### src/rtl/mgc_pkg.sv
package mgc_pkg;
  localparam int NIN      = 6;
  localparam int SEL_W    = 2;
  localparam int NGATE    = 1 << SEL_W;
  localparam int ONEG_BIT = NIN;
  localparam int SEL_LO   = NIN + 1;
  localparam int CFG_W    = NIN + 1 + SEL_W;

  // x[0]=a ... x[5]=f
  function automatic logic g_and6(input logic [NIN-1:0] x);
    return &x;
  endfunction

  function automatic logic g_mix2(input logic [NIN-1:0] x);
    return (x[0] & ~x[1] & ~x[2]) | (x[1] & x[2] & x[5]) |
           (x[1] & ~x[2] & x[3]) | (~x[1] & x[2] & x[4]);
  endfunction

  function automatic logic g_mix3(input logic [NIN-1:0] x);
    return (x[0] & ~x[1] & x[2] & ~x[3] & x[4]) |
           (x[1] & x[2] & x[4] & x[5]) | (x[3] & x[4] & x[5]);
  endfunction

  function automatic logic g_or5(input logic [NIN-1:0] x);
    return (x[0] & ~x[1]) | (~x[0] & x[2] & ~x[3]) |
           (~x[1] & ~x[2]) | ~x[4] | ~x[5];
  endfunction

  function automatic logic [NGATE-1:0] gate_bank(input logic [NIN-1:0] x);
    return {g_or5(x), g_mix3(x), g_mix2(x), g_and6(x)};
  endfunction
endpackage

### src/rtl/mgc_cfg_chain.sv
module mgc_cfg_chain
  import mgc_pkg::*;
#(
  parameter int W = CFG_W
) (
  input  logic         clk,
  input  logic         rst_n,
  input  logic         shift_en,
  input  logic         sin,
  output logic         sout,
  output logic [W-1:0] word
);
  always_ff @(posedge clk or negedge rst_n) begin
    if (!rst_n) word <= '0;
    else if (shift_en) word <= {word[W-2:0], sin};
  end

  assign sout = word[W-1];
endmodule

### src/rtl/mgc_invert.sv
module mgc_invert #(
  parameter int N = 6
) (
  input  logic [N-1:0] x,
  input  logic [N-1:0] neg,
  output logic [N-1:0] y
);
  for (genvar i = 0; i < N; i++) begin : g_inv
    assign y[i] = neg[i] ? ~x[i] : x[i];
  end
endmodule

### src/rtl/mgc_mux4.sv
module mgc_mux4 (
  input  logic [3:0] g,
  input  logic [1:0] sel,
  output logic       y
);
  logic [1:0] stage0;

  for (genvar i = 0; i < 2; i++) begin : g_lvl0
    assign stage0[i] = sel[0] ? g[2*i+1] : g[2*i];
  end

  assign y = sel[1] ? stage0[1] : stage0[0];
endmodule

### src/rtl/mgate_cell.sv
module mgate_cell
  import mgc_pkg::*;
(
  input  logic           clk,
  input  logic           rst_n,
  input  logic           cfg_en,
  input  logic           cfg_in,
  output logic           cfg_out,
  input  logic [NIN-1:0] din,
  output logic           dout
);
  logic [CFG_W-1:0] cfg_q;
  logic [NIN-1:0]   in_neg;
  logic [NIN-1:0]   x_pol;
  logic [NGATE-1:0] gate_vec;
  logic [SEL_W-1:0] gate_sel;
  logic             gate_pick;
  logic             out_neg;
  logic             logic_val;

  mgc_cfg_chain #(.W(CFG_W)) u_chain (
    .clk      (clk),
    .rst_n    (rst_n),
    .shift_en (cfg_en),
    .sin      (cfg_in),
    .sout     (cfg_out),
    .word     (cfg_q)
  );

  assign in_neg   = cfg_q[NIN-1:0];
  assign out_neg  = cfg_q[ONEG_BIT];
  assign gate_sel = cfg_q[SEL_LO +: SEL_W];

  mgc_invert #(.N(NIN)) u_inv (
    .x   (din),
    .neg (in_neg),
    .y   (x_pol)
  );

  assign gate_vec = gate_bank(x_pol);

  mgc_mux4 u_mux (
    .g   (gate_vec),
    .sel (gate_sel),
    .y   (gate_pick)
  );

  assign logic_val = gate_pick ^ out_neg;
  assign dout      = cfg_en ? 1'b0 : logic_val;
endmodule

### config.mk
export PLATFORM = sky130hd
export DESIGN_NAME = mgate_cell
export DESIGN_NICKNAME = d
export VERILOG_FILES = /design/src/rtl/mgc_pkg.sv /design/src/rtl/mgc_cfg_chain.sv /design/src/rtl/mgc_invert.sv /design/src/rtl/mgc_mux4.sv /design/src/rtl/mgate_cell.sv
export SDC_FILE = /design/constraint.sdc
export NUM_CORES = 1
export LEC_CHECK = 0
export ABC_AREA = 1
export BUFFER_PORTS_ARGS = -buffer_cell sky130_fd_sc_hd__buf_2
export CAP_MARGIN = 20
export CELL_PAD_IN_SITES_DETAIL_PLACEMENT = 1
export CELL_PAD_IN_SITES_GLOBAL_PLACEMENT = 2
export CORE_UTILIZATION = 26
export DETAILED_ROUTE_END_ITERATION = 10
export PLACE_DENSITY_LB_ADDON = 0.3
export SKIP_LAST_GASP = 1
export SLEW_MARGIN = 20
export SYNTH_ARGS = -nofsm -noshare
export SYNTH_HDL_FRONTEND = slang
export SYNTH_HIERARCHICAL = 1
export SYNTH_SLANG_ARGS = --single-unit
### constraint.sdc
create_clock -name clk -period 1.4 [get_ports clk]
set_input_delay 0.07 -clock clk [delete_from_list [all_inputs] [get_ports clk]]
set_output_delay 0.07 -clock clk [all_outputs]
set_load 0.1 [all_outputs]
==> out/metrics.cfg <==
[routing]
dr_total_vias = 670
route.detailed.wl_per_inst_um = 9.91
route.detailed.vias_per_inst = 4.21
detail-route-antenna-nets = 0
drt_first_iter_violations = 2
detailedRoute.firstPassIterationCount = 2
routed_wl_um = 1580
drcViolationCount = 0

[power_and_ir_drop]
leakagePower_uw = 0.000521
seq_power_share_pct = 35.8
power_frac_clock_pct = 21.4
pwr-share-comb_pct = 42.8
swShare_pct = 40.0
p_int_uw = 558
p_per_area_nw_per_um2 = 1100
switching_component_of_the_power_uw = 372
worst_ir_drop_vdd_v = 0.000547

[min_path]
hold_path_depth = 3
holdCritStartpoint = cfg_in
timing.hold.worst.class = in -> reg
min_delay_worst_endpoint = u_chain/word[0]$_DFFE_PN0P_

[place]
final_replace_weighted_congestion = 0.699
cell_area_after_placement_um2 = 790
detailed_place_hpwl_um = 1330
dp_slack_ns = -0.279
io_buffer_count = 11

[logic_synthesis]
synth-warning-count = 6
mappedNetlistNets = 120
post_synth_inst_count = 110
netlist_area_um2 = 634
synth_sequential_area_ratio_pct = 35.5
synth_register_bits = 9
synth.lib_cells_used.distinct = 11
post_synth.cell_area_avg_um2 = 5.77

[critical_path]
worstSetupStartpointType = register
worstReg2RegStart = u_chain/word[4]$_DFFE_PN0P_
setup.reg_to_reg.worst_slack_ns = 0.53
critical_path_peak_fanout = 4
critical_path_endpoint_category = output pin
crit-reg2reg-capture = u_chain/word[5]$_DFFE_PN0P_
ff2ff_path_depth = 4
worst-endpoint-arrival_ns = 1.82
worst-endpoint-required_ns = 1.33
criticalPathCategory = reg -> out

[timing]
fin_crit_ns = 1.89
maxSlewViolCount = 0
worst_pin_slew_ns = 0.482
grt_setup_unrepaired = true
max_slew_headroom_pct = 68.1
setup_viol_count_final = 1
max_freq_mhz = 530
worst_case_setup_margin_in_the_final_layout_ns = -0.486
finClkSkew_ns = 0.000249
hold_viol = 0
layout_worst_path_cycle_share_pct = 135

[run_status]
failed_checks = setup timing
status = complete, but fails checks

[clock_tree]
tritoncts_clock_tree = yes
cts-root-to-sink-buffers = 2
cts_inserted_buffers = 3
clk_pin_slew_ns = 0.06
cts_root_buffer = clkbuf_4
cts-htree-levels = 1
clkLatencyLatePin_ns = 0.25
cts_sinks = 9

[floorplan]
fp.coreArea_um2 = 2250
placement_rows = 17
die-area_um2 = 2640
die_w_um = 51.4
top_level_ports = 12
die-height_um = 51.4
initial_core_util_pct = 28.1

[grt]
grt_first_pass_wirelength_um = 2860
first_global_vias = 725
antenna_found_initial = 0
grt_max_degree = 12
global_route.overflow_total = 0
gr-usage-all-layers_pct = 14.3

[layout]
stdcell_area_um2 = 846
largest_reg_flops = 9
biggestRegsByFlops = u_chain/word: 9 flops
nNetsFinal = 142
antennaDiodeCount = 0
fillCellCount = 322
areaGrowthSynthToFinish_pct = 33.3
drive_above_1_share_pct = 26.0
top_register = u_chain/word

[run]
max-cap-violations = 0

-- how the worst max path moves through the flow --
stage               cells past startpoint  slack (ns)  endpoint                        start
global route                           14       -0.64      dout  u_chain/word[2]$_DFFE_PN0P_
finish                                 13       -0.49      dout  u_chain/word[2]$_DFFE_PN0P_
global placement                       13       -0.23      dout  u_chain/word[4]$_DFFE_PN0P_
detailed placement                     13       -0.28      dout  u_chain/word[2]$_DFFE_PN0P_
floorplan                              12       -0.33      dout  u_chain/word[2]$_DFFE_PN0P_
CTS                                    13       -0.52      dout  u_chain/word[2]$_DFFE_PN0P_
-- what timing repair did --
action | in CTS | in global routing
gates resized for setup | 6 | 0
hold buffers | 1 | 0
setup endpoints to repair | 1 | 1
endpoints found under the hold margin | 9 | 0
buffers inserted | 1 | 0
pin swaps | 3 | 0
-- synth_stat cells --
| cell | count | area share (%) |
|---|---|---|
| nand2_1 | 61 | 36 |
| inv_1 | 24 | 14 |
| dfrtp_1 | 9 | 36 |
| nand3_1 | 5 | 3.9 |
| nor2_1 | 5 | 3.0 |
| buf_4 | 1 | 1.2 |
| buf_6 | 1 | 1.8 |
| inv_2 | 1 | 0.59 |
| nor3_2 | 1 | 1.6 |
| o21ai_0 | 1 | 0.79 |
| xnor2_1 | 1 | 1.4 |
-- worst max-delay path, stage by stage, from the launching register on --
cell,delay (ns)
dfrtp_1,0.40
inv_1,0.06
nand2_1,0.05
nand2_2,0.11
inv_1,0.06
o21ai_1,0.11
nand3_1,0.08
inv_1,0.06
nand2_1,0.06
nand3_2,0.08
nand2_2,0.06
xnor2_2,0.14
nor2_4,0.11
buf_12,0.18
-- layer usage --
metal  part of all wire (%)  wire, um  track usage, %  vias up
li1                       -         -               -      353
met1                     45       716            17.6      313
met2                     53       842            25.8        4
met3                    1.1        18           0.893        0
met4                      0         0            5.41        0
met5                      0         0               0        -
-- power groups by stage --
stage | registers (uW) | clock network [uW] | logic (uW)
finish | 333 | 199 | 398
global route | 340 | 225 | 440
CTS | 333 | 208 | 406
detailed placement | 338 | 0 | 386
global placement | 337 | 0 | 372
floorplan | 367 | 0 | 232
-- cell type report --
| type | instances | area, um^2 | area share (%) |
|---|---|---|---|
| multi-input cells | 74 | 329 | 38.9 |
| flip-flops and latches | 9 | 229 | 27.1 |
| well taps | 28 | 35.0 | 4.14 |
| inverters | 25 | 93.8 | 11.1 |
| repair buffers | 19 | 133 | 15.7 |
| clock buffers | 4 | 26.3 | 3.11 |
-- kinds of logic after synthesis --
logic type	synth area share, %
and+or+nand+nor	44.6
buffers and inverters	17.8
DFF	35.5
AOI/OAI and AO/OA	0.788
xor gates and xnor gates	1.38
-- through the flow --
stage	setup TNS (ns)	instances	total power, uW	hold WS [ns]	util (%)
after floorplan	-0.326	110	600	-0.226	-
after global placement	-0.232	153	709	-0.0650	35.0
after detailed placement	-0.279	153	724	-0.0635	35.0
after CTS	-0.517	159	947	0.00959	37.5
after global routing	-0.644	159	1010	0.0254	37.5
final	-0.486	159	930	0.0150	37.5
-- cells in the final DEF, fill, tap and decap left out --
cell type,synthesis,layout
clkbuf_4,0,3
buf_4,1,7
nor3_2,1,1
nor2_4,0,1
nand2_1,61,57
dlygate4sd3_1,0,1
dfrtp_4,0,1
dfrtp_1,9,8
xnor2_2,0,1
nor2_1,5,3
inv_2,1,3
nand3_1,5,4
inv_1,24,22
nand3_2,0,1
nor2_2,0,1
buf_12,0,1
o21ai_1,0,1
clkbuf_1,0,1
nand2_2,0,4
buf_2,0,10
Note: power is estimated with default switching activity, not from simulation.
